==> config.mk <==
export PLATFORM = sky130hd
export DESIGN_NAME = eaModeDecoder
export DESIGN_NICKNAME = d
export VERILOG_FILES = /design/src/rtl/eaPkg.sv /design/src/rtl/eaModeDecode.sv /design/src/rtl/eaCtrl.sv /design/src/rtl/eaDatapath.sv /design/src/rtl/eaModeDecoder.sv
export SDC_FILE = /design/constraint.sdc
export NUM_CORES = 1
export LEC_CHECK = 0
export ABC_AREA = 1
export BUFFER_PORTS_ARGS = -buffer_cell sky130_fd_sc_hd__clkbuf_2
export CAP_MARGIN = 0
export CORE_ASPECT_RATIO = 1.25
export CORE_MARGIN = 10
export CORE_UTILIZATION = 52
export CTS_CLUSTER_DIAMETER = 40
export DETAILED_ROUTE_END_ITERATION = 12
export PLACE_DENSITY = 0.85
export RECOVER_POWER = 25
export SYNTH_ARGS = -nofsm -noshare
export SYNTH_HDL_FRONTEND = slang
export SYNTH_SLANG_ARGS = --single-unit
export TNS_END_PERCENT = 30
==> constraint.sdc <==
create_clock -name clk -period 2.1 [get_ports clk]
set_input_delay 0.21 -clock clk [delete_from_list [all_inputs] [get_ports clk]]
set_output_delay 0.21 -clock clk [all_outputs]
set_load 0.02 [all_outputs]
==> src/rtl/eaPkg.sv <==
`timescale 1ns/1ps
package eaPkg;
  localparam int WORD_W    = 16;
  localparam int MAX_WORDS = 6;
  localparam int IDX_W     = $clog2(MAX_WORDS);
  localparam int ADV_W     = $clog2(2 * MAX_WORDS + 1);

  localparam logic [1:0] ST_OK      = 2'd0;
  localparam logic [1:0] ST_ILLEGAL = 2'd1;
  localparam logic [1:0] ST_FAULT   = 2'd2;

  typedef enum logic [2:0] {
    K_NONE, K_DISP16, K_ABS32, K_IMM, K_IDX
  } eaKindE;

  typedef struct packed {
    logic             latchCmd;
    logic             illegal;
    logic             capWord;
    logic [IDX_W-1:0] wordIdx;
    logic             fault;
  } eaStrobesT;
endpackage

==> src/rtl/eaModeDecode.sv <==
`timescale 1ns/1ps
module eaModeDecode
  import eaPkg::*;
(
  input  logic [5:0]       modeReg,
  input  logic [3:0]       opSize,
  output logic [7:0]       dFlags,
  output logic [3:0]       dReg,
  output logic [IDX_W:0]   dNeed,
  output eaKindE           dKind,
  output logic             dIllegal
);
  logic [2:0] modeF;
  logic [2:0] regF;
  assign modeF = modeReg[5:3];
  assign regF  = modeReg[2:0];

  always_comb begin
    dFlags   = 8'h00;
    dReg     = {1'b1, regF};
    dNeed    = '0;
    dKind    = K_NONE;
    dIllegal = 1'b0;
    case (modeF)
      3'd0: begin dFlags = 8'h01; dReg = {1'b0, regF}; end
      3'd1: dFlags = 8'h01;
      3'd2: dFlags = 8'h00;
      3'd3: dFlags = 8'h02;
      3'd4: dFlags = 8'h04;
      3'd5: begin dFlags = 8'h08; dNeed = 1; dKind = K_DISP16; end
      3'd6: begin dFlags = 8'h10; dNeed = 1; dKind = K_IDX; end
      default: begin
        dReg = {1'b0, regF};
        case (regF)
          3'd0: begin dFlags = 8'h20; dNeed = 1; dKind = K_DISP16; end
          3'd1: begin dFlags = 8'h20; dNeed = 2; dKind = K_ABS32; end
          3'd2: begin dFlags = 8'h48; dNeed = 1; dKind = K_DISP16; end
          3'd3: begin dFlags = 8'h50; dNeed = 1; dKind = K_IDX; end
          3'd4: begin
            dFlags = 8'h80;
            dKind  = K_IMM;
            case (opSize)
              4'd1, 4'd2: dNeed = 1;
              4'd4:       dNeed = 2;
              4'd8:       dNeed = 4;
              4'd12:      dNeed = 6;
              default:    dIllegal = 1'b1;
            endcase
          end
          default: dIllegal = 1'b1;
        endcase
      end
    endcase
    if (dIllegal) begin
      dFlags = 8'h00;
      dReg   = 4'd0;
      dNeed  = '0;
      dKind  = K_NONE;
    end
  end
endmodule

==> src/rtl/eaCtrl.sv <==
`timescale 1ns/1ps
module eaCtrl
  import eaPkg::*;
(
  input  logic           clk,
  input  logic           rstN,
  input  logic           start,
  input  logic [IDX_W:0] dNeed,
  input  logic           dIllegal,
  input  logic           extValid,
  input  logic           extFault,
  output logic           extReady,
  output logic           busy,
  output logic           done,
  output eaStrobesT      strobes
);
  typedef enum logic {S_IDLE, S_FETCH} stateE;
  stateE          state;
  logic [IDX_W:0] needReg;
  logic [IDX_W:0] cnt;
  logic           takeWord;

  assign extReady = (state == S_FETCH);
  assign busy     = (state != S_IDLE);
  assign takeWord = extReady && extValid;

  always_comb begin
    strobes          = '0;
    strobes.latchCmd = (state == S_IDLE) && start;
    strobes.illegal  = dIllegal;
    strobes.capWord  = takeWord && !extFault;
    strobes.fault    = takeWord && extFault;
    strobes.wordIdx  = cnt[IDX_W-1:0];
  end

  always_ff @(posedge clk) begin
    if (!rstN) begin
      state   <= S_IDLE;
      needReg <= '0;
      cnt     <= '0;
      done    <= 1'b0;
    end else begin
      done <= 1'b0;
      case (state)
        S_IDLE: begin
          if (start) begin
            needReg <= dNeed;
            cnt     <= '0;
            if (dIllegal || dNeed == '0) done  <= 1'b1;
            else                          state <= S_FETCH;
          end
        end
        default: begin
          if (takeWord) begin
            if (extFault) begin
              done  <= 1'b1;
              state <= S_IDLE;
            end else begin
              cnt <= cnt + 1'b1;
              if (cnt + 1'b1 == needReg) begin
                done  <= 1'b1;
                state <= S_IDLE;
              end
            end
          end
        end
      endcase
    end
  end
endmodule

==> src/rtl/eaDatapath.sv <==
`timescale 1ns/1ps
module eaDatapath
  import eaPkg::*;
(
  input  logic              clk,
  input  logic              rstN,
  input  eaStrobesT         strobes,
  input  logic [7:0]        dFlags,
  input  logic [3:0]        dReg,
  input  eaKindE            dKind,
  input  logic [3:0]        opSize,
  input  logic [WORD_W-1:0] extData,
  output logic [1:0]        status,
  output logic [7:0]        flags,
  output logic [3:0]        regNum,
  output logic [31:0]       dispOut,
  output logic [95:0]       immOut,
  output logic [WORD_W-1:0] idxWord,
  output logic [ADV_W-1:0]  advance
);
  logic [WORD_W-1:0] wordBuf [MAX_WORDS];
  eaKindE            kindReg;
  logic [3:0]        sizeReg;

  for (genvar gi = 0; gi < MAX_WORDS; gi++) begin : gSlot
    always_ff @(posedge clk) begin
      if (!rstN || strobes.latchCmd) wordBuf[gi] <= '0;
      else if (strobes.capWord && strobes.wordIdx == IDX_W'(gi))
        wordBuf[gi] <= extData;
    end
  end

  always_ff @(posedge clk) begin
    if (!rstN) begin
      status  <= ST_OK;
      flags   <= '0;
      regNum  <= '0;
      kindReg <= K_NONE;
      sizeReg <= '0;
      advance <= '0;
    end else if (strobes.latchCmd) begin
      status  <= strobes.illegal ? ST_ILLEGAL : ST_OK;
      flags   <= dFlags;
      regNum  <= dReg;
      kindReg <= dKind;
      sizeReg <= opSize;
      advance <= '0;
    end else if (strobes.capWord) begin
      advance <= advance + ADV_W'(2);
    end else if (strobes.fault) begin
      status <= ST_FAULT;
    end
  end

  always_comb begin
    dispOut = '0;
    immOut  = '0;
    idxWord = '0;
    case (kindReg)
      K_DISP16: dispOut = {{16{wordBuf[0][15]}}, wordBuf[0]};
      K_ABS32:  dispOut = {wordBuf[0], wordBuf[1]};
      K_IDX:    idxWord = wordBuf[0];
      K_IMM: begin
        if (sizeReg == 4'd1)
          immOut[31:0] = {{24{wordBuf[0][7]}}, wordBuf[0][7:0]};
        else if (sizeReg == 4'd2)
          immOut[31:0] = {{16{wordBuf[0][15]}}, wordBuf[0]};
        else
          immOut = {wordBuf[4], wordBuf[5], wordBuf[2], wordBuf[3],
                    wordBuf[0], wordBuf[1]};
      end
      default: ;
    endcase
  end
endmodule

==> src/rtl/eaModeDecoder.sv <==
`timescale 1ns/1ps
module eaModeDecoder
  import eaPkg::*;
(
  input  logic        clk,
  input  logic        rstN,
  input  logic        start,
  input  logic [5:0]  modeReg,
  input  logic [3:0]  opSize,
  input  logic        extValid,
  input  logic [15:0] extData,
  input  logic        extFault,
  output logic        extReady,
  output logic        busy,
  output logic        done,
  output logic [1:0]  status,
  output logic [7:0]  flags,
  output logic [3:0]  regNum,
  output logic [31:0] dispOut,
  output logic [95:0] immOut,
  output logic [15:0] idxWord,
  output logic [3:0]  advance
);
  logic [7:0]     dFlags;
  logic [3:0]     dReg;
  logic [IDX_W:0] dNeed;
  eaKindE         dKind;
  logic           dIllegal;
  eaStrobesT      strobes;

  eaModeDecode uDecode (
    .modeReg(modeReg), .opSize(opSize), .dFlags(dFlags), .dReg(dReg),
    .dNeed(dNeed), .dKind(dKind), .dIllegal(dIllegal)
  );

  eaCtrl uCtrl (
    .clk(clk), .rstN(rstN), .start(start), .dNeed(dNeed),
    .dIllegal(dIllegal), .extValid(extValid), .extFault(extFault),
    .extReady(extReady), .busy(busy), .done(done), .strobes(strobes)
  );

  eaDatapath uPath (
    .clk(clk), .rstN(rstN), .strobes(strobes), .dFlags(dFlags),
    .dReg(dReg), .dKind(dKind), .opSize(opSize), .extData(extData),
    .status(status), .flags(flags), .regNum(regNum), .dispOut(dispOut),
    .immOut(immOut), .idxWord(idxWord), .advance(advance)
  );
endmodule

Word-level counts from Yosys, hierarchy flattened. Memories as Yosys holds them, arrays and structs flattened. Index checks and enable logic that the tools add are counted.

Register bits: 35. Bits in writable memories: 96. Input port bits: 31. Logic and storage cells: 154. Memories: 1.

Memories: uPath.wordBuf (depth 6, width 16, read ports 6, clocked after Yosys merged registers in 0, write ports 6, RTL line eaDatapath.sv:21) `logic [WORD_W-1:0] wordBuf [MAX_WORDS];`.

Add/subtract/negate cells: 2. Equal/unequal tests: 30. Mux-type cells: 68. Bitwise logic cells: 8. Reductions and logical operators: 35.

Operators with widths (count): 64-bit 2-to-1 mux (2); 16-bit 2-to-1 mux (7); 96-bit 2-to-1 mux (1); 32-bit case mux with 2 select lines (1); 8-bit case mux with 6 select lines (1); 1-bit 2-to-1 mux (35); 32-bit 2-to-1 mux (1); 8-bit case mux with 4 select lines (1); 31-bit 2-to-1 mux (1); 4-bit 2-to-1 mux (7); 3-bit by 2-bit == test with 1-bit output, second input constant (8); 3-bit case mux with 4 select lines (2); 3-bit == test, second input constant (7); 3-bit by 1-bit == test with 1-bit output, second input constant (4); 4-bit case mux with 3 select lines (1); 2-bit OR reduction (6); 1-bit logical AND (10); 5-bit OR reduction (2); 3-bit logical NOT (3); 3-bit case mux with 3 select lines (1); 4-bit by 1-bit == test with 1-bit output, second input constant (2); 4-bit by 2-bit == test with 1-bit output, second input constant (2); 4-bit == test, second input constant (2); 8-bit 2-to-1 mux (1); other kinds (22) (35).

Logic depth before layout (Yosys ltp).
Depth in word-level cells: 11. Mapped depth: 9.

Modules after synthesis. Synthesis repeated with hierarchy kept, for this count alone.

Cells, all modules: 845. Area, all modules: 6844.1 µm².

Modules (own cells, without submodules): eaDatapath (times used 1, cells each 695, area an instance 5969.5 µm², sequential area each 3363.2 µm²); eaCtrl (times used 1, cells each 87, area an instance 555.5 µm², sequential area each 200.2 µm²); eaModeDecode (times used 1, cells each 63, area an instance 319.1 µm², sequential area each 0.0 µm²).

Least setup slack after synthesis. Ideal clock, no wire load.

Path kind: register to register. From: reg uCtrl.state, in the netlist uCtrl.busy. To: mem uPath.wordBuf[4][0], in the netlist uPath.wordBuf[2][0] (enable). Arrival: 1.566 ns. Setup slack: 0.163 ns. Stages on the path, launching flop included: 7. Buffers on the path: 2. Period minus slack after synthesis: 1.937 ns. Cells stage by stage: dfxtp_1 > nand2_2 > nor2_4 > buf_12 > buf_4 > nand3_1 > nand2_1.

RTL lines: start: declaration (RTL line eaCtrl.sv:18) `stateE state;`; start signal: assignment (RTL line eaCtrl.sv:38) `state <= S_IDLE;`; start signal: assignment (RTL line eaCtrl.sv:50) `else state <= S_FETCH;`; start signal: assignment (RTL line eaCtrl.sv:57) `state <= S_IDLE;`; end: declaration (RTL line eaDatapath.sv:21).

Worst setup path after layout.
From: reg uPath.kindReg[1]. To: out immOut[6].

Word-level cells in the longest chain between the ends: 2.

RTL lines: start: declaration (RTL line eaDatapath.sv:22) `eaKindE kindReg;`; start signal: assignment (RTL line eaDatapath.sv:45) `kindReg <= dKind;`; 3-bit by 2-bit == test with 1-bit output (RTL line eaDatapath.sv:59) `case (kindReg)`; 96-bit 2-to-1 mux (RTL line eaDatapath.sv:59); end: declaration (RTL line eaModeDecoder.sv:20) `output logic [95:0] immOut,`.

No other way between the ends.

==> metrics.txt <==
via count of the first global-routing pass ~5700; Syn Std Cell Area approximately 6500 um^2; Worst Path Required ~1.9 ns; remaining global-route overflow 0; die outline height roughly 140 um; min Tclk post-route slightly above 2 ns; number of distinct library cell variants in the gate-level netlist after synthesis 36; arrival time of data at the critical path endpoint 1.81 ns; fraction of the cycle the final worst path needs a little over nine tenths; #FFs+latches synth between 100 and 150; most frequent cells after synthesis 193 x nor2_1, 136 x nand2_1, 96 x edfxtp_1, 71 x inv_1, 45 x o21ai_0; total clock buffers created by CTS 17; most frequent cell on the critical path buf_6; Max stage delay on crit path approximately 0.36 ns; leading register cell type out of synthesis edfxtp_1; CTS tree yes; top cell type's share of synthesized area 44.6%; CTS Sinks around 130; total design power 6.33 mW; remaining number of nets flagged by the antenna check after routing 0; layout net count approximately 980; hold slack final about 0.043 ns; library cell with the highest instance count after synthesis nor2_1; max capacitance violation total 0; fraction of registers with async set or reset after synthesis 0%; Core Footprint 12200 um^2; crit path cell chain inv_1 > nor3_4 > buf_6 > buf_6 > buf_4 > o21ai_0 > a21oi_1 > clkbuf_2; Static Leak 3.82 nW; number of antenna diodes 0; clock insertion delay at the later pin of the skew report about 0.41 ns; global-route wire length before repair approximately 29000 um; root buf cell clkbuf_16; number of buffers inserted by hold repair at cts 0; via count 5789; critical setup path kind reg -> out; Synth-to-Final Area Change 25.7%; largest fanout on the critical path 6; detailed-routing iteration count for the pre-antenna-repair pass 5; Clock Skew between 0.009 and 0.01 ns; number of remaining DRC errors 0; Power Dens Cells about 780 nW/um^2; maximum achievable frequency 495 MHz; initial core utilization between 50% and 60%; maximum number of pins on one net before global-route repair 41; number of antenna violations at the first check in global routing 0; worst ir drop on vdd roughly 0.7 mV; Detailed Route WL 18400 um; Final setup violation count 0; number of enable flip-flop cells after synthesis 96; worst hold-check path type in -> reg; input/output buffers approximately 190; library cell with the largest summed area after synthesis edfxtp_1; RSZ-0062 raised after global routing yes; mean post-synth cell area a little under 9 um^2; die width about 120 um; CTS H-Tree Depth 4; portion of the post-synthesis area used by sequential elements 54.8%; count of synthesis-stage warnings from yosys 0; Iteration-0 DRC Markers around 400; Max clock buf depth 2; placer congestion estimate a little under 0.9; Die ar. 17300 um^2; synthesized instance count between 700 and 800; GRT Overall Usage between 20% and 30%; Clock Pin Slew Worst Setup and Hold Paths approximately 0.06 ns; via density per instance around 5.2; critical path startpoint category flip-flop; Post-Synthesis Net Count 781; cell with the largest stage delay on the worst path dfxtp_2; Routed wire per std cell ~16 um; number of rows created at floorplan 45; max-slew violation total from the final report 0; transition time of the tightest slew-check pin slightly below 0.6 ns; Boundary Pins 196; Rel. slew slack between 60% and 70%; run status finished, final reports clean; total negative setup slack 0 ns; total half-perimeter wirelength after legalization and detailed placement between 10000 and 15000 um; layout cell share with drive strength beyond 1 a little over a quarter; Hold Fails Final Rpt 0; most area-consuming cells after synthesis edfxtp_1 45%, nor2_1 11%, dfxtp_1 10%; critical path endpoint category output pin; FILL cells 999
-- placed cells by master, fill, tap and decap left out, types with 3 or more instances in the layout --
master / Yosys / final
o21ai_0: 45 / 45
nand3_1: 19 / 18
nand4_1: 3 / 3
inv_1: 71 / 72
xor2_1: 3 / 3
o22ai_1: 18 / 18
clkinv_2: 0 / 3
buf_6: 9 / 5
nand3_2: 3 / 5
clkbuf_2: 0 / 174
ha_1: 6 / 6
clkbuf_1: 6 / 23
clkbuf_16: 0 / 17
clkinv_1: 0 / 4
bufinv_16: 0 / 3
nand2_1: 136 / 135
inv_2: 7 / 6
nor2_1: 193 / 194
nand4_2: 0 / 3
a21oi_1: 41 / 40
edfxtp_1: 96 / 96
nor2_2: 4 / 4
nor2_4: 4 / 3
dfxtp_1: 33 / 31
buf_4: 3 / 12
-- power by group --
part           switching [mW]  total, mW  internal (mW)
Sequential             0.0582       2.94           2.88
Clock                    1.02       2.86           1.84
Combinational           0.402      0.534          0.132
-- critical path: cells and delay by family (launching register included) --
family	cells	cell delay, ns
AOI/OAI and AO/OA	2	0.23
buffers and inverters	5	0.69
and+or+nand+nor	1	0.13
DFF	1	0.36
-- state kept, by name, summed over array words and instances, names as in the netlist --
name,count
uPath.advance,3
uCtrl.done,1
uPath.regNum,4
uCtrl.busy,1
uCtrl.needReg,3
uPath.status,2
uPath.flags,8
uPath.wordBuf,96
uCtrl.cnt,4
uPath.sizeReg,4
uPath.kindReg,3
-- kinds of logic after synthesis --
logic type,after synthesis,share of synthesized area [%]
adders and majority gates,6,1.16
DFF,129,54.8
other,1,0.0580
and+or+nand+nor,376,25.3
xor gates and xnor gates,5,0.678
AOI/OAI and AO/OA,111,9.39
buffers and inverters,116,8.56
-- metal layers --
layer	track usage (%)	vias up	part of all wire (%)
met5	0	-	0
met4	8.14	0	2.1
met2	37.6	203	55
met1	22.7	2735	37
li1	-	2814	-
met3	6.05	37	6.3
-- through the flow --
step                      setup slack (ns)  utilization [%]  area (um^2)  std cells
after floorplan                      0.163                -         6460        744
after global placement               0.338             61.9         7530       1082
after detailed placement             0.246             61.9         7530       1082
after CTS                          -0.0179             67.0         8150       1115
after global routing               -0.0296             66.8         8130       1117
final                               0.0783             66.8         8130       1117
-- timing repair --
action                     in CTS  in global routing
gates cloned                    0                  0
buffers inserted                1                  2
setup endpoints to repair      81                127
resized for setup               9                 13
pin swaps                       1                  1
-- final cells by class --
| type | instances | area [um^2] | share of cell area, % |
|---|---|---|---|
| inverter | 78 | 293 | 3.60 |
| clock buffer | 19 | 433 | 5.33 |
| tap | 164 | 205 | 2.53 |
| multi-input combinational | 499 | 2360 | 29.1 |
| clock inverter | 13 | 144 | 1.77 |
| sequential | 129 | 3550 | 43.6 |
| timing repair buffer | 215 | 1140 | 14.1 |
-- path summary, 6_finish.rpt --
path	slack (ns)	cells after the start	startpoint	end
min reg2reg	0.45	2	uPath.regNum[2]$_SDFFE_PN0P_	uPath.regNum[2]$_SDFFE_PN0P_
max reg2reg	0.16	5	uCtrl.busy$_SDFF_PN0_	uPath.wordBuf[0][25]$_SDFFCE_PN0P_
min	0.04	3	modeReg[2]	uPath.regNum[2]$_SDFFE_PN0P_
max	0.08	8	uPath.kindReg[1]$_SDFFE_PN0P_	immOut[6]
Power figures use the tool's default switching activity.
